$ cat src/rtl/usb_in_ep_pkg.sv
package usb_in_ep_pkg;
  typedef enum logic [1:0] {
    RESP_NONE  = 2'd0,
    RESP_DATA  = 2'd1,
    RESP_NAK   = 2'd2,
    RESP_STALL = 2'd3
  } resp_e;

  typedef enum logic {
    ST_IDLE = 1'b0,
    ST_XFER = 1'b1
  } xfer_st_e;

  localparam int unsigned B_RDY     = 0;
  localparam int unsigned B_NE      = 1;
  localparam int unsigned B_FLUSH   = 3;
  localparam int unsigned B_STL_REQ = 4;
  localparam int unsigned B_STL_SNT = 5;
  localparam int unsigned B_CLR_TGL = 6;
endpackage

$ cat src/rtl/usb_in_ep_buf.sv
module usb_in_ep_buf #(
  parameter int unsigned DW    = 8,
  parameter int unsigned DEPTH = 64
) (
  input  logic                       clk_i,
  input  logic                       rst_ni,
  input  logic                       push_i,
  input  logic [DW-1:0]              push_data_i,
  input  logic                       commit_i,
  input  logic                       pop_i,
  input  logic                       clr_load_i,
  input  logic                       rd_start_i,
  input  logic                       rd_i,
  output logic                       load_rdy_o,
  output logic                       any_rdy_o,
  output logic                       head_rdy_o,
  output logic [$clog2(DEPTH+1)-1:0] head_len_o,
  output logic [DW-1:0]              rd_data_o
);
  localparam int unsigned CW = $clog2(DEPTH + 1);
  localparam int unsigned PW = $clog2(DEPTH);
  localparam int unsigned NSLOT = 2;

  logic              wr_sel_q, rd_sel_q;
  logic [NSLOT-1:0]  rdy_w;
  logic [CW-1:0]     cnt_w [NSLOT];
  logic [CW-1:0]     rd_ptr_q;
  logic [DW-1:0]     mem_q [NSLOT][DEPTH];
  logic [CW-1:0]     load_cnt;
  logic              push_ok, commit_ok;

  assign load_rdy_o = rdy_w[wr_sel_q];
  assign load_cnt   = cnt_w[wr_sel_q];
  assign push_ok    = push_i && !load_rdy_o && (load_cnt != CW'(DEPTH));
  assign commit_ok  = commit_i && !load_rdy_o;

  for (genvar s = 0; s < NSLOT; s++) begin : g_slot
    logic          rdy_r;
    logic [CW-1:0] cnt_r;
    logic          is_wr, is_rd;
    assign is_wr = (wr_sel_q == 1'(s));
    assign is_rd = (rd_sel_q == 1'(s));

    always_ff @(posedge clk_i or negedge rst_ni) begin
      if (!rst_ni) begin
        rdy_r <= 1'b0;
        cnt_r <= '0;
      end else if (pop_i && is_rd) begin
        rdy_r <= 1'b0;
        cnt_r <= '0;
      end else if (clr_load_i && is_wr && !rdy_r) begin
        cnt_r <= '0;
      end else if (is_wr) begin
        if (push_ok)   cnt_r <= cnt_r + 1'b1;
        if (commit_ok) rdy_r <= 1'b1;
      end
    end

    assign rdy_w[s] = rdy_r;
    assign cnt_w[s] = cnt_r;
  end

  always_ff @(posedge clk_i) begin
    if (push_ok) mem_q[wr_sel_q][load_cnt[PW-1:0]] <= push_data_i;
  end

  always_ff @(posedge clk_i or negedge rst_ni) begin
    if (!rst_ni) begin
      wr_sel_q <= 1'b0;
      rd_sel_q <= 1'b0;
      rd_ptr_q <= '0;
    end else begin
      if (commit_ok) wr_sel_q <= ~wr_sel_q;
      if (pop_i)     rd_sel_q <= ~rd_sel_q;
      if (rd_start_i)                        rd_ptr_q <= '0;
      else if (rd_i && rd_ptr_q < head_len_o) rd_ptr_q <= rd_ptr_q + 1'b1;
    end
  end

  assign head_rdy_o = rdy_w[rd_sel_q];
  assign head_len_o = cnt_w[rd_sel_q];
  assign any_rdy_o  = |rdy_w;
  assign rd_data_o  = (rd_ptr_q < head_len_o) ? mem_q[rd_sel_q][rd_ptr_q[PW-1:0]] : '0;
endmodule

$ cat src/rtl/usb_in_ep_seq.sv
module usb_in_ep_seq
  import usb_in_ep_pkg::*;
(
  input  logic       clk_i,
  input  logic       rst_ni,
  input  logic       tok_i,
  input  logic       ack_i,
  input  logic       lost_i,
  input  logic       stall_req_i,
  input  logic       head_rdy_i,
  input  logic       flush_pend_i,
  output logic       resp_vld_o,
  output logic [1:0] resp_o,
  output logic       rd_start_o,
  output logic       pop_o,
  output logic       flush_clr_o,
  output logic       flush_go_o,
  output logic       flush_irq_o,
  output logic       stall_hit_o,
  output logic       tgl_flip_o
);
  xfer_st_e st_q, st_d;
  resp_e    resp_q, resp_d;
  logic     resp_vld_q, irq_q;
  logic     tok_acc, send, xfer_end;

  assign tok_acc     = tok_i && (st_q == ST_IDLE);
  assign send        = tok_acc && !stall_req_i && head_rdy_i;
  assign xfer_end    = (st_q == ST_XFER) && (ack_i || lost_i);
  // flush waits for idle and yields to a token in the same cycle
  assign flush_go_o  = flush_pend_i && (st_q == ST_IDLE) && !tok_i;
  assign tgl_flip_o  = (st_q == ST_XFER) && ack_i;
  assign pop_o       = tgl_flip_o || (flush_go_o && head_rdy_i);
  assign flush_clr_o = flush_go_o && !head_rdy_i;
  assign stall_hit_o = tok_acc && stall_req_i;
  assign rd_start_o  = send;

  always_comb begin
    st_d = st_q;
    if (send)          st_d = ST_XFER;
    else if (xfer_end) st_d = ST_IDLE;
  end

  always_comb begin
    if (stall_req_i)     resp_d = RESP_STALL;
    else if (head_rdy_i) resp_d = RESP_DATA;
    else                 resp_d = RESP_NAK;
  end

  always_ff @(posedge clk_i or negedge rst_ni) begin
    if (!rst_ni) begin
      st_q       <= ST_IDLE;
      resp_q     <= RESP_NONE;
      resp_vld_q <= 1'b0;
      irq_q      <= 1'b0;
    end else begin
      st_q       <= st_d;
      resp_vld_q <= tok_acc;
      resp_q     <= tok_acc ? resp_d : RESP_NONE;
      irq_q      <= flush_go_o;
    end
  end

  assign resp_vld_o  = resp_vld_q;
  assign resp_o      = resp_q;
  assign flush_irq_o = irq_q;
endmodule

$ cat src/rtl/usb_in_ep_csr.sv
module usb_in_ep_csr
  import usb_in_ep_pkg::*;
(
  input  logic        clk_i,
  input  logic        rst_ni,
  input  logic        we_i,
  input  logic [15:0] wdata_i,
  input  logic        stall_hit_i,
  input  logic        tgl_flip_i,
  input  logic        flush_go_i,
  input  logic        load_rdy_i,
  input  logic        any_rdy_i,
  output logic [15:0] rdata_o,
  output logic        stall_req_o,
  output logic        flush_pend_o,
  output logic        commit_o,
  output logic        tgl_o
);
  logic stall_req_q, stall_snt_q, flush_q, tgl_q;
  logic unused_wdata;

  assign unused_wdata = ^{wdata_i[15:7], wdata_i[2:1]};

  always_ff @(posedge clk_i or negedge rst_ni) begin
    if (!rst_ni) begin
      stall_req_q <= 1'b0;
      stall_snt_q <= 1'b0;
      flush_q     <= 1'b0;
      tgl_q       <= 1'b0;
    end else begin
      if (we_i) stall_req_q <= wdata_i[B_STL_REQ];
      // hardware set wins over a software clear
      if (stall_hit_i)                      stall_snt_q <= 1'b1;
      else if (we_i && !wdata_i[B_STL_SNT]) stall_snt_q <= 1'b0;
      flush_q <= (flush_q && !flush_go_i) || (we_i && wdata_i[B_FLUSH]);
      if (we_i && wdata_i[B_CLR_TGL]) tgl_q <= 1'b0;
      else if (tgl_flip_i)            tgl_q <= ~tgl_q;
    end
  end

  always_comb begin
    rdata_o            = '0;
    rdata_o[B_RDY]     = load_rdy_i;
    rdata_o[B_NE]      = any_rdy_i;
    rdata_o[B_FLUSH]   = flush_q;
    rdata_o[B_STL_REQ] = stall_req_q;
    rdata_o[B_STL_SNT] = stall_snt_q;
  end

  assign stall_req_o  = stall_req_q;
  assign flush_pend_o = flush_q;
  assign commit_o     = we_i && wdata_i[B_RDY];
  assign tgl_o        = tgl_q;
endmodule

$ cat src/rtl/usb_in_ep_ctrl.sv
module usb_in_ep_ctrl
  import usb_in_ep_pkg::*;
#(
  parameter int unsigned DW    = 8,
  parameter int unsigned DEPTH = 64
) (
  input  logic                       clk_i,
  input  logic                       rst_ni,
  input  logic                       csr_we_i,
  input  logic [15:0]                csr_wdata_i,
  output logic [15:0]                csr_rdata_o,
  input  logic                       fifo_push_i,
  input  logic [DW-1:0]              fifo_data_i,
  input  logic                       tok_in_i,
  output logic                       resp_vld_o,
  output logic [1:0]                 resp_o,
  output logic                       data_pid_o,
  output logic [$clog2(DEPTH+1)-1:0] tx_len_o,
  input  logic                       rd_en_i,
  output logic [DW-1:0]              rd_data_o,
  input  logic                       hs_ack_i,
  input  logic                       hs_lost_i,
  output logic                       irq_o
);
  logic stall_req, flush_pend, commit, load_rdy, any_rdy, head_rdy;
  logic rd_start, pop, flush_clr, flush_go, stall_hit, tgl_flip;

  usb_in_ep_csr i_csr (
    .clk_i        (clk_i),
    .rst_ni       (rst_ni),
    .we_i         (csr_we_i),
    .wdata_i      (csr_wdata_i),
    .stall_hit_i  (stall_hit),
    .tgl_flip_i   (tgl_flip),
    .flush_go_i   (flush_go),
    .load_rdy_i   (load_rdy),
    .any_rdy_i    (any_rdy),
    .rdata_o      (csr_rdata_o),
    .stall_req_o  (stall_req),
    .flush_pend_o (flush_pend),
    .commit_o     (commit),
    .tgl_o        (data_pid_o)
  );

  usb_in_ep_seq i_seq (
    .clk_i        (clk_i),
    .rst_ni       (rst_ni),
    .tok_i        (tok_in_i),
    .ack_i        (hs_ack_i),
    .lost_i       (hs_lost_i),
    .stall_req_i  (stall_req),
    .head_rdy_i   (head_rdy),
    .flush_pend_i (flush_pend),
    .resp_vld_o   (resp_vld_o),
    .resp_o       (resp_o),
    .rd_start_o   (rd_start),
    .pop_o        (pop),
    .flush_clr_o  (flush_clr),
    .flush_go_o   (flush_go),
    .flush_irq_o  (irq_o),
    .stall_hit_o  (stall_hit),
    .tgl_flip_o   (tgl_flip)
  );

  usb_in_ep_buf #(.DW(DW), .DEPTH(DEPTH)) i_buf (
    .clk_i       (clk_i),
    .rst_ni      (rst_ni),
    .push_i      (fifo_push_i),
    .push_data_i (fifo_data_i),
    .commit_i    (commit),
    .pop_i       (pop),
    .clr_load_i  (flush_clr),
    .rd_start_i  (rd_start),
    .rd_i        (rd_en_i),
    .load_rdy_o  (load_rdy),
    .any_rdy_o   (any_rdy),
    .head_rdy_o  (head_rdy),
    .head_len_o  (tx_len_o),
    .rd_data_o   (rd_data_o)
  );
endmodule

$ cat config.mk
export PLATFORM = sky130hd
export DESIGN_NAME = usb_in_ep_ctrl
export DESIGN_NICKNAME = d
export VERILOG_FILES = /design/src/rtl/usb_in_ep_pkg.sv /design/src/rtl/usb_in_ep_buf.sv /design/src/rtl/usb_in_ep_seq.sv /design/src/rtl/usb_in_ep_csr.sv /design/src/rtl/usb_in_ep_ctrl.sv
export SDC_FILE = /design/constraint.sdc
export NUM_CORES = 1
export LEC_CHECK = 0
export BUFFER_PORTS_ARGS = -buffer_cell sky130_fd_sc_hd__buf_4
export CORE_ASPECT_RATIO = 1.4
export CORE_UTILIZATION = 46
export DETAILED_ROUTE_END_ITERATION = 7
export SLEW_MARGIN = 20
export SYNTH_ARGS = -nofsm -noshare
export SYNTH_HDL_FRONTEND = slang
export SYNTH_SLANG_ARGS = --single-unit
$ cat constraint.sdc
create_clock -name clk_i -period 5.8 [get_ports clk_i]
set_clock_uncertainty 0.2 [all_clocks]
set_input_delay 0.87 -clock clk_i [delete_from_list [all_inputs] [get_ports clk_i]]
set_output_delay 0.87 -clock clk_i [all_outputs]
set_load 0.05 [all_outputs]
### Yosys cells after proc, flatten, opt, wreduce, memory -nomap -nowiden

Memories as Yosys holds them, arrays and structs flattened.
Index checks and enable logic that the tools add are counted.

* bits in registers: 34
* bits in writable memories: 1024
* output and inout bits: 36
* logic and storage cells: 136
* memories: 1

Memory list
* i_buf.mem_q: depth 2, bits a word 512, rd ports 1, clocked after memory_dff 0, wr ports 1, line usb_in_ep_buf.sv:28 `logic [DW-1:0] mem_q [NSLOT][DEPTH];`

* add/sub/neg operators: 3
* magnitude comparators: 8
* eq/ne operators: 5
* multiplexer cells: 44
* bitwise gates (word level): 8
* reductions and logical operators: 52

Operator list (count)
* $mux 512: 1
* $mux 7: 16
* $bmux 8 s6: 1
* $demux 8 s6: 1
* $mux 8: 4
* $logic_and 1x1->1: 26
* $add 7x1->7 const B: 3
* $mux 1: 18
* $ge 7x7->1 const B: 2
* $not 6->7: 2
* $reduce_bool 2->1: 7
* $reduce_bool 3->1: 3
* $logic_not 1->1: 8
* $lt 7x1->1 const B: 1
* $lt 7x7->1: 1
* $ne 7x7->1 const B: 1
* $mux 2: 3
* $reduce_and 3->1: 2
* $ge 2x2->1 const B: 2
* $lt 1x2->1 const B: 2
* $ne 2x1->1 const B: 2
* $not 1->1: 4
* $not 1->2: 2
* $reduce_and 2->1: 2
* other kinds (4): 6

### Logic depth before layout (Yosys ltp)

Gate-level depths: netlist of the first run.

* depth after elaboration: 10
* gate-level depth with buffers: 15
* gate-level depth less buffers: 9

### Hierarchy

A second synthesis of the first run with hierarchy kept.

* cell total of the unflattened synthesis: 2149
* area, all modules: 42375.6 um^2

By module, submodules not included
* usb_in_ep_buf: instances 1, cells an instance 2100, area an instance 41866.4 um^2, seq. area each 31375.1 um^2
* usb_in_ep_csr: instances 1, cells an instance 30, area an instance 286.5 um^2, seq. area each 100.1 um^2
* usb_in_ep_seq: instances 1, cells an instance 19, area an instance 222.7 um^2, seq. area each 125.1 um^2

### Least setup slack after synthesis of the first run

No wires, ideal clock.

* path kind: reg-to-output
* start: register i_buf.rd_sel_q (netlist: i_buf.g_slot[1].is_rd)
* end: output port rd_data_o[0]
* arrival: 3.821 ns
* slack: 0.909 ns
* stages on the path, launching flop included: 15
* cells stage by stage: dfrtp_1 buf_6 buf_6 buf_6 buf_8 buf_4 buf_2 mux2i_1 ha_1 a21o_1 a21o_1 a21oi_1 nand2_2 buf_6 a211oi_1

* longest elaborated chain between the ends: 6
* elaborated cells on any way between the ends: 10

RTL lines
* start, declared: line usb_in_ep_buf.sv:24 `logic wr_sel_q, rd_sel_q;`
* start signal, assigned: line usb_in_ep_buf.sv:74 `if (pop_i) rd_sel_q <= ~rd_sel_q;`
* branches (longest 5 deep; another with $mem_v2 2x512)
* $mux 8 *: line usb_in_ep_buf.sv:83 `assign rd_data_o = (rd_ptr_q < head_len_o) ? mem_q[rd_sel_q][rd_ptr_q[PW-1:0]] : '0;`
* end, declared: line usb_in_ep_ctrl.sv:20 `output logic [DW-1:0] rd_data_o,`

Every way passes the cells marked *. The select of a mux whose other input is x is not followed.

### Worst setup path in the final report of the first run

* start: register i_buf.rd_ptr_q[0]
* end: output port rd_data_o[7]

* longest elaborated chain between the ends: 5
* elaborated cells on any way between the ends: 6

RTL lines
* start, declared: line usb_in_ep_buf.sv:27 `logic [CW-1:0] rd_ptr_q;`
* start signal, assigned: line usb_in_ep_buf.sv:76 `else if (rd_i && rd_ptr_q < head_len_o) rd_ptr_q <= rd_ptr_q + 1'b1;`
* $not 6->7 (not written as such): line usb_in_ep_buf.sv:83
* $bmux 8 s6: line usb_in_ep_buf.sv:83
* $mux 8 (not written as such) (2 in a row): line usb_in_ep_buf.sv:83
* $mux 8 *: line usb_in_ep_buf.sv:83

Every way passes the cells marked *; elsewhere a longest branch is shown, timed or not. The select of a mux whose other input is x is not followed.

==> impl_metrics.csv, run 1 <==
group,metric,value,unit
global_routing,antenna_found_initial,0,
yosys,ys.flop_type,"edfxtp_1",
layout,multi_input_area,0.00962,mm²
worst_setup_path,setup.worst_path.start,"i_buf.rd_ptr_q[0]",
power,seq_power_share,42.0,%
cts,htreeDepth,3,
worst_setup_path,cp-end-kind,"primary output",
floorplanning,ios,68,
global_routing,grt_use_total,21.8,%
detailed_routing,vias_per_cell,5.92,
worst_setup_path,cp_num_buf_inv,2,
yosys,synth-edff-count,1024,
cts,clk_pin_slew,60,ps
yosys,yosys.area.top_type,"edfxtp_1",
worst_setup_path,crit_cells,8,
floorplanning,die_width,258,µm
yosys,synth_compound_area_share,3.43,%
sta,max_freq,191,MHz
placement,gp_congestion,0.878,
outcome,status,"finished clean",
power,power.total,20800,µW
power,p_int,14300,µW
worst_setup_path,cpMostUsedCell,"buf_4",
worst_setup_path,rr_startpoint,"i_buf.g_slot[1].is_wr",
sta,hold_viol_final,0,
cts,cts_buffers,97,
global_routing,top_usage_layer,"met2",
cts,clockBufferDepth,3,
yosys,synth_xor_area_share,0.290,%
yosys,async_flop_share,3.21,%
cts,insertion_delay,690,ps
sta,hold_slack,167,ps
worst_setup_path,path_class,"flop to primary output",
detailed_routing,wirelength,100000,µm
yosys,netlist_instances,2141,
yosys,yosysTopAreaCellShare,72.8,%
yosys,synth_area_per_cell,19.7,µm²
power,peakVddDrop,0.343,mV
global_routing,grt_remaining_overflow,0,
layout,fill_cells,7305,
yosys,ys_seq_area_share,74.8,%
cts,clock-sinks,1058,
global_routing,grt_max_degree,89,
layout,finalNetCount,2259,
sta,finalMaxSlewViolations,0,
cts,postCtsSetupRepairBufs,0,
floorplanning,die_y,361,µm
yosys,synthAdderAreaFrac,0.266,%
yosys,post_synth_num_cell_types,73,
worst_setup_path,r2r-end,"i_buf.mem_q[0][506]",
worst_setup_path,cp.required,4730,ps
cts,cts-root-buf,"clkbuf_16",
detailed_routing,postRouteAntennaNets,0,
global_routing,use_met2,36.2,%
power,p_sw,6500,µW
detailed_routing,wire_per_inst,28.6,µm
detailed_routing,drt_iter0_markers,1984,
power,p_per_area,445,mW/mm²
worst_setup_path,r2r_slack,1380,ps
worst_setup_path,arrival,4180,ps
detailed_routing,drt_first_pass_iters,5,
sta,max-slew-margin-rel,21.5,%
power,pwr-share-comb,27.5,%
global_routing,use_met3,3.71,%
yosys,synthTopCellsByArea,"edfxtp_1, mux4_2, mux2i_1, dfrtp_1, nor2_1",
floorplanning,rows,131,
sta,setup_viol,0,
floorplanning,initial_core_util,46.4,%
sta,fin_crit_sh,90.4,%
min_path,hold_path.class,"input pin to flop",
layout,diodes,0,
floorplanning,die_area,0.0931,mm²
layout,regArea,0.0316,mm²
worst_setup_path,crit_family,"compound AO/OA/AOI/OAI gates",
detailed_routing,route.vias.total,20697,
power,p_leak,0.0147,µW
yosys,yosys_warnings,0,
sta,tns,0,ps
yosys,synth_mux_area_share,15.0,%
worst_setup_path,worst_setup_path_start_kind,"flop",
floorplanning,coreArea,0.0911,mm²
global_routing,grt_pass1_wl,147000,µm
worst_setup_path,cp_cell_sequence,"buf_4, mux4_1, mux2i_1, a221o_1, a21oi_1, nor3_1, a211oi_1, buf_4",
global_routing,met1_usage,28.8,%
placement,dp_hpwl,62600,µm
layout,final_cell_mix,"edfxtp_1, mux4_2, nor2_1, mux2i_1, clkbuf_16",
yosys,synth_area,0.0423,mm²
global_routing,grt_pass1_vias,21295,
worst_setup_path,rr_worst_depth,5,
placement,portBuffers,45,
yosys,ys_ff_latch,1058,
yosys,synth_top_family_by_area,"multiplexers",
worst_setup_path,critPathMaxStageDelay,770,ps
sta,rsz0062_at_grt,"no",
layout,post_route_cells_drive_above_1_share,20.1,%
worst_setup_path,worst-path-max-fanout,21,
sta,tightest_slew,1180,ps
sta,min_period,5250,ps
detailed_routing,drc,0,
power,sw_frac_of_total,31.2,%
yosys,synth-simple-area-share,3.66,%
run,cap_violations,0,
worst_setup_path,slowest_stage,"dfrtp_4",
worst_setup_path,critPathCapture,"rd_data_o[7]",
power,power_frac_clock,30.5,%
layout,syn2layout_area_growth,10.6,%
layout,layout_commonest_cell,"edfxtp_1",
cts,cts_tree,"built",
[worst min-delay path by stage]
stage,cells after the start,startpoint,endpoint
finish,2,csr_wdata_i[6],i_csr.tgl_o
global route,2,csr_wdata_i[6],i_csr.tgl_o
CTS,2,csr_wdata_i[6],i_csr.tgl_o
detailed placement,2,i_csr.stall_snt_q,i_csr.stall_snt_q
global placement,2,i_csr.stall_snt_q,i_csr.stall_snt_q
floorplan,2,i_csr.stall_snt_q,i_csr.stall_snt_q
[worst reg2reg max path: cells and delay by family (launching register included)]
family	cells	cell delay, ps
simple gates	3	2110
flops	1	750
compound gates	1	590
mux	1	360
[timing repair]
action	in CTS	in global routing
hold buffers	1	0
hold endpoints to repair	34	0
gates resized for setup	0	0
[flip-flops by register name, summed over array words and instances, names as in the netlist]
signal / count
i_buf.g_slot.is_rd: 1
i_buf.rd_ptr_q: 7
i_csr.stall_snt_q: 1
i_seq.resp_o: 2
i_csr.flush_pend_o: 1
i_buf.g_slot.is_wr: 1
i_seq.flush_irq_o: 1
i_buf.g_slot.cnt_r: 14
i_seq.resp_vld_o: 1
i_buf.mem_q: 1024
i_csr.stall_req_o: 1
i_buf.g_slot.rdy_r: 2
i_seq.st_q: 1
i_csr.tgl_o: 1
[logic make-up (layout without fill, tap and decap cells)]
| logic type | after synthesis | in the layout |
|---|---|---|
| DFF | 1058 | 1058 |
| adders and majority gates | 9 | 9 |
| buffers and inverters | 150 | 297 |
| other | 1 | 11 |
| muxes | 343 | 343 |
| and+or+nand+nor | 357 | 357 |
| AOI/OAI and AO/OA | 209 | 209 |
| xor gates and xnor gates | 14 | 14 |
[area by class of cell]
| class | instances | area share [%] |
|---|---|---|
| Clock buffer | 115 | 5.36 |
| Clock inverter | 64 | 1.36 |
| Inverter | 17 | 0.137 |
| Multi-Input combinational cell | 943 | 20.6 |
| Sequential cell | 1058 | 67.6 |
| Tap cell | 1197 | 3.20 |
| Timing Repair Buffer | 101 | 1.73 |
[per-stage QoR]
step | utilization, % | std cells | area (µm²) | setup WS, ps
6_report | 51.3 | 3495 | 46700 | 554
5_1_grt | 51.3 | 3495 | 46700 | 445
4_1_cts | 51.3 | 3495 | 46700 | 564
3_5_place_dp | 47.8 | 3315 | 43600 | 1300
3_3_place_gp | 47.8 | 3315 | 43600 | 1330
2_1_floorplan | - | 2151 | 42300 | 909
[power by group through the flow]
stage / logic [µW] / clock network, µW / registers (µW)
after floorplan: 4240 / 0 / 8720
after global placement: 5660 / 0 / 8890
after detailed placement: 5740 / 0 / 8900
after CTS: 5750 / 6450 / 8730
after global routing: 6000 / 6740 / 8750
final: 5720 / 6340 / 8730
[cell usage after synthesis (3+ instances only)]
| master | count |
|---|---|
| a211oi_1 | 10 |
| a21o_1 | 5 |
| a21oi_1 | 46 |
| a221o_1 | 5 |
| a221oi_1 | 7 |
| a22oi_1 | 48 |
| a31oi_1 | 14 |
| and3_1 | 5 |
| buf_1 | 4 |
| buf_2 | 28 |
| buf_4 | 36 |
| buf_6 | 24 |
| clkbuf_1 | 23 |
| clkbuf_2 | 3 |
| clkbuf_8 | 12 |
| dfrtp_1 | 34 |
| edfxtp_1 | 1024 |
| ha_1 | 9 |
| inv_1 | 17 |
| mux2_2 | 8 |
| mux2i_1 | 109 |
| mux4_1 | 24 |
| mux4_2 | 200 |
| nand2_1 | 74 |
| nand2b_1 | 9 |
| nand3_1 | 32 |
| nand3b_1 | 3 |
| nand4_1 | 5 |
| nor2_1 | 187 |
| nor2b_1 | 5 |
| nor3_1 | 16 |
| o211ai_1 | 12 |
| o21ai_0 | 22 |
| o221ai_1 | 6 |
| o22ai_1 | 13 |
| or3_1 | 5 |
| xnor2_1 | 4 |
| xor2_1 | 10 |
[per-layer routing]
| metal | wire length [µm] | vias up |
|---|---|---|
| met4 | 3810 | 0 |
| met3 | 6340 | 171 |
| met2 | 50100 | 768 |
| met1 | 39800 | 10889 |
| li1 | - | 8869 |
| met5 | 0 | - |
(Power assumes the default switching activity.)
==> run 2, diff against run 1 <==
--- a/config.mk
+++ b/config.mk
@@ -6,9 +6,12 @@
 export NUM_CORES = 1
 export LEC_CHECK = 0
 export BUFFER_PORTS_ARGS = -buffer_cell sky130_fd_sc_hd__buf_4
+export CELL_PAD_IN_SITES_DETAIL_PLACEMENT = 0
+export CELL_PAD_IN_SITES_GLOBAL_PLACEMENT = 2
 export CORE_ASPECT_RATIO = 1.4
 export CORE_UTILIZATION = 46
 export DETAILED_ROUTE_END_ITERATION = 7
+export PLACE_DENSITY_LB_ADDON = 0.1
 export SLEW_MARGIN = 20
 export SYNTH_ARGS = -nofsm -noshare
 export SYNTH_HDL_FRONTEND = slang
==> run 2 against run 1 <==
Combinational power is 2% higher; final cell count is 0.14% higher; non-clock buffer count stayed put; sequential power is 0.8% higher; largest cell class unchanged; sequential share of layout area is 0.22 points lower; flip-flop and latch count stayed put; final area is 0.32% higher; count of clock-buffer cells in the layout is 9 higher; via count is 0.61% lower.
==> impl_metrics.csv, run 2 (synthesized netlist as in run 1, its figures left out) <==
group,metric,value,unit
cts,insertion_delay,690,ps
power,power_frac_clock,31.2,%
layout,syn2layout_area_growth,11.0,%
cts,clock-sinks,1058,
floorplanning,coreArea,0.0911,mm²
power,sw_frac_of_total,31.5,%
worst_setup_path,rr_worst_depth,6,
power,p_leak,0.0148,µW
worst_setup_path,arrival,4530,ps
power,pwr-share-comb,27.4,%
power,peakVddDrop,0.320,mV
sta,max-slew-margin-rel,23.2,%
placement,placed_cell_area,0.0436,mm²
detailed_routing,route.vias.total,20570,
sta,tightest_slew,1120,ps
cts,cts_tree,"built",
min_path,hold_path.class,"input pin to flop",
worst_setup_path,worst-path-max-fanout,30,
floorplanning,die_y,361,µm
layout,post_route_cells_drive_above_1_share,20.6,%
sta,hold_viol_final,0,
global_routing,grt_max_degree,97,
detailed_routing,postRouteAntennaNets,0,
global_routing,grt_remaining_overflow,0,
sta,tns,0,ps
cts,htreeDepth,3,
layout,largest_register_ffs,1024,
min_path,worstHoldPathCells,2,
detailed_routing,wire_per_inst,30.7,µm
worst_setup_path,path_class,"flop to primary output",
cts,cts_buffers,100,
placement,dp_hpwl,67200,µm
power,p_per_area,453,mW/mm²
floorplanning,ios,68,
layout,layout_commonest_cell,"edfxtp_1",
worst_setup_path,worst_setup_path_start_kind,"flop",
placement,portBuffers,45,
power,p_int,14500,µW
power,power.total,21200,µW
layout,final_cell_mix,"edfxtp_1, mux4_2, nor2_1, mux2i_1, clkbuf_16",
detailed_routing,drc,0,
layout,finalInstanceArea,0.0469,mm²
floorplanning,die_area,0.0931,mm²
global_routing,grt_pass1_vias,21551,
sta,rsz0062_at_grt,"no",
sta,finalMaxSlewViolations,0,
detailed_routing,wirelength,107000,µm
floorplanning,initial_core_util,46.4,%
layout,fin_util,51.5,%
layout,finalNetCount,2262,
sta,min_period,5600,ps
cts,clockBufferDepth,3,
worst_setup_path,r2r_slack,1420,ps
power,p_sw,6680,µW
floorplanning,rows,131,
detailed_routing,vias_per_cell,5.88,
cts,cts-root-buf,"clkbuf_16",
global_routing,grt_use_total,23.5,%
cts,clk_pin_slew,60,ps
sta,setup_viol,0,
sta,fin_crit_sh,96.5,%
layout,post_layout_nonfiller_instances,3500,
detailed_routing,drt_first_pass_iters,5,
detailed_routing,drt_iter0_markers,1559,
cts,postCtsSetupRepairBufs,0,
layout,diodes,0,
placement,gp_congestion,0.819,
placement,placed_cells,3315,
sta,max_freq,179,MHz
global_routing,antenna_found_initial,1,
worst_setup_path,cp-end-kind,"primary output",
run,cap_violations,0,
floorplanning,die_width,258,µm
outcome,status,"finished clean",
power,seq_power_share,41.5,%
global_routing,grt_pass1_wl,154000,µm
worst_setup_path,cp.required,4730,ps
==> run 2: cell count changes in the layout (fill, tap and decap cells not counted), moves of 2 or more <==
cell	change
clkbuf_1	+2
clkbuf_16	+6
clkinv_1	-9
clkinvlp_4	+7
inv_16	-2
inv_6	+2
==> run 2: metrics by stage <==
stage	setup WS (ps)	hold WS [ps]
final	203	180
after global routing	79.2	167
after CTS	136	132
after detailed placement	862	307
after global placement	871	309
after floorplan	909	271
==> run 2: power by group through the flow <==
stage	Combinational, µW	Clock (µW)	Sequential [µW]
2_1_floorplan	4240	0	8720
3_3_place_gp	5890	0	8970
3_5_place_dp	5910	0	8980
4_1_cts	5920	6730	8810
5_1_grt	6120	6990	8830
6_report	5810	6610	8800
==> run 2: layout make-up <==
type                            count  area, µm²
Multi-Input combinational cell    943       9620
Tap cell                         1197       1500
Clock buffer                      124       2680
Timing Repair Buffer              101        811
Fill cell                        7433      44200
Sequential cell                  1058      31600
Clock inverter                     60        616
Inverter                           17       63.8
==> run 2: path summary, 6_finish.rpt <==
kind                                    endpoint                   from
max                                 rd_data_o[0]  i_buf.g_slot[1].is_rd
min reg2reg                    i_csr.stall_snt_q      i_csr.stall_snt_q
max reg2reg                  i_buf.mem_q[1][238]  i_buf.g_slot[1].is_wr
min                                  i_csr.tgl_o         csr_wdata_i[6]
min in group asynchronous      i_buf.rd_ptr_q[0]                 rst_ni
max in group asynchronous  i_buf.g_slot[1].is_rd                 rst_ni
==> run 2: timing repair <==
action                                  4_1_cts  5_1_grt
endpoints found under the setup margin        0        0
resized for setup                             0        0
hold buffers                                  1        0
hold endpoints to repair                     34        0
==> run 2: critical path, cell delays in order, from the launching register on <==
cell and delay, ps:
dfrtp_4 830, inv_1 660, nand2_1 410, o22ai_1 110
nor3_1 470, o221ai_1 320, a211oi_1 690, buf_4 320
==> run 2: layer usage <==
layer  vias to the layer above  track usage [%]  part of all wire [%]
met3                       140             3.26                   5.0
met1                     10973             29.4                    39
met5                         -                0                     0
li1                       8877                -                     -
met2                       580             41.7                    53
met4                         0             8.37                   3.1
==> run 3, diff against run 2 <==
--- a/config.mk
+++ b/config.mk
@@ -5,12 +5,12 @@
 export SDC_FILE = /design/constraint.sdc
 export NUM_CORES = 1
 export LEC_CHECK = 0
-export BUFFER_PORTS_ARGS = -buffer_cell sky130_fd_sc_hd__buf_4
 export CELL_PAD_IN_SITES_DETAIL_PLACEMENT = 0
 export CELL_PAD_IN_SITES_GLOBAL_PLACEMENT = 2
 export CORE_ASPECT_RATIO = 1.4
 export CORE_UTILIZATION = 46
 export DETAILED_ROUTE_END_ITERATION = 7
+export DONT_BUFFER_PORTS = 1
 export PLACE_DENSITY_LB_ADDON = 0.1
 export SLEW_MARGIN = 20
 export SYNTH_ARGS = -nofsm -noshare
==> run 3 against run 2 <==
Power increased by 0.17%; via count is 1.2% lower; count of clock-buffer cells in the layout grew 6; final area decreased by 0.27%; worst hold slack lost 99 ps; sequential share of layout area up 0.19 points; flip-flop and latch count did not move; largest cell class unchanged; largest power group unchanged.
==> impl_metrics.csv, run 3 (synthesized netlist as in run 1, its figures left out) <==
group,metric,value,unit
power,p_leak,0.0147,µW
worst_setup_path,arrival,4180,ps
floorplanning,ios,68,
floorplanning,die_width,258,µm
worst_setup_path,critPathMaxStageDelay,750,ps
worst_setup_path,worst-path-max-fanout,36,
placement,portBuffers,0,
sta,finalMaxSlewViolations,0,
worst_setup_path,path_class,"flop to primary output",
detailed_routing,postRouteAntennaNets,0,
worst_setup_path,cp_cell_sequence,"buf_4, mux4_2, mux2i_1, a221oi_1, a211oi_1, a211oi_2, buf_4",
cts,clock-sinks,1058,
cts,cts-root-buf,"clkbuf_16",
sta,hold_viol_final,0,
floorplanning,coreArea,0.0911,mm²
cts,cts_buffers,102,
sta,fin_crit_sh,90.5,%
layout,layout_commonest_cell,"edfxtp_1",
sta,tns,0,ps
layout,largest_register_ffs,1024,
worst_setup_path,worst_setup_path_start_kind,"flop",
cts,clockBufferDepth,3,
worst_setup_path,cp_num_buf_inv,2,
power,peakVddDrop,0.295,mV
layout,final_cell_mix,"edfxtp_1, mux4_2, nor2_1, mux2i_1, clkbuf_16",
worst_setup_path,crit_family,"compound AO/OA/AOI/OAI gates",
sta,rsz0062_at_grt,"no",
cts,insertion_delay,680,ps
outcome,status,"finished clean",
global_routing,grt_pass1_vias,21394,
floorplanning,die_area,0.0931,mm²
layout,finalNetCount,2223,
sta,max-slew-margin-rel,23.1,%
cts,cts_resized,0,
worst_setup_path,cp-end-kind,"primary output",
worst_setup_path,slowest_stage,"dfrtp_4",
layout,post_route_cells_drive_above_1_share,19.7,%
floorplanning,rows,131,
global_routing,grt_max_degree,129,
sta,setup_viol,0,
global_routing,grt_pass1_wl,152000,µm
placement,placed_cell_area,0.0433,mm²
sta,min_period,5250,ps
cts,cts_tree,"built",
worst_setup_path,cpMostUsedCell,"buf_4",
power,p_per_area,455,mW/mm²
cts,htreeDepth,3,
layout,syn2layout_area_growth,10.7,%
power,power.total,21300,µW
worst_setup_path,cp.required,4730,ps
min_path,hold_path.class,"input pin to flop",
global_routing,grt_remaining_overflow,0,
detailed_routing,vias_per_cell,5.86,
run,cap_violations,0,
detailed_routing,drc,0,
sta,hold_slack,81.8,ps
global_routing,antenna_found_initial,0,
placement,dp_hpwl,64000,µm
detailed_routing,wirelength,105000,µm
floorplanning,die_y,361,µm
detailed_routing,route.vias.total,20317,
placement,gp_congestion,0.801,
sta,tightest_slew,1150,ps
sta,max_freq,190,MHz
layout,finalInstanceArea,0.0468,mm²
cts,clk_pin_slew,60,ps
detailed_routing,drt_iter0_markers,1735,
global_routing,grt_use_total,22.9,%
layout,diodes,0,
floorplanning,initial_core_util,46.4,%
detailed_routing,wire_per_inst,30.2,µm
detailed_routing,drt_first_pass_iters,6,
-- run 3: final cells by class --
cell class / instances / area (µm²)
multi-input cells: 943 / 9660
fillers: 7415 / 44400
well taps: 1197 / 1500
clock buffers: 130 / 2750
inverters: 17 / 63.8
clock inverters: 61 / 654
flip-flops and latches: 1058 / 31600
repair buffers: 60 / 528
-- run 3: repair_timing --
item / 4_1_cts / 5_1_grt
buffers inserted: 0 / 0
hold buffers: 2 / 0
hold endpoints to repair: 34 / 0
-- run 3: per-layer routing --
| metal | routed length [µm] | up-vias | part of all wire, % | GRT usage [%] |
|---|---|---|---|---|
| met2 | 55900 | 538 | 53 | 40.4 |
| li1 | - | 8793 | - | - |
| met1 | 41100 | 10840 | 39 | 28.9 |
| met3 | 4710 | 146 | 4.5 | 3.27 |
| met5 | 0 | - | 0 | 0 |
| met4 | 3130 | 0 | 3.0 | 8.14 |
-- run 3: per-stage QoR --
| step | std cells | setup WS, ps | utilization (%) |
|---|---|---|---|
| floorplan | 2151 | 909 | - |
| global placement | 3273 | 1280 | 47.5 |
| detailed placement | 3273 | 1250 | 47.5 |
| CTS | 3466 | 498 | 51.3 |
| global route | 3466 | 278 | 51.3 |
| finish | 3466 | 548 | 51.3 |
-- run 3: worst paths after layout --
check / endpoint / depth (start not counted) / slack [ps] / from
hold reg to reg: i_buf.g_slot[0].cnt_r[6] / 2 / 370 / i_buf.g_slot[0].cnt_r[6]
max in group asynchronous: i_buf.g_slot[1].is_rd / 2 / 4720 / rst_ni
hold / removal: i_csr.tgl_o / 1 / 80 / csr_we_i
setup reg to reg: i_buf.mem_q[1][106] / 6 / 1400 / i_buf.g_slot[1].is_wr
min in group asynchronous: i_seq.resp_o[0] / 2 / 460 / rst_ni
setup / recovery: rd_data_o[6] / 7 / 550 / i_buf.rd_ptr_q[0]
-- run 3: power breakdown --
part | internal (µW) | switching (µW)
combinational | 2250 | 3430
sequential | 8490 | 292
clock | 3940 | 2870
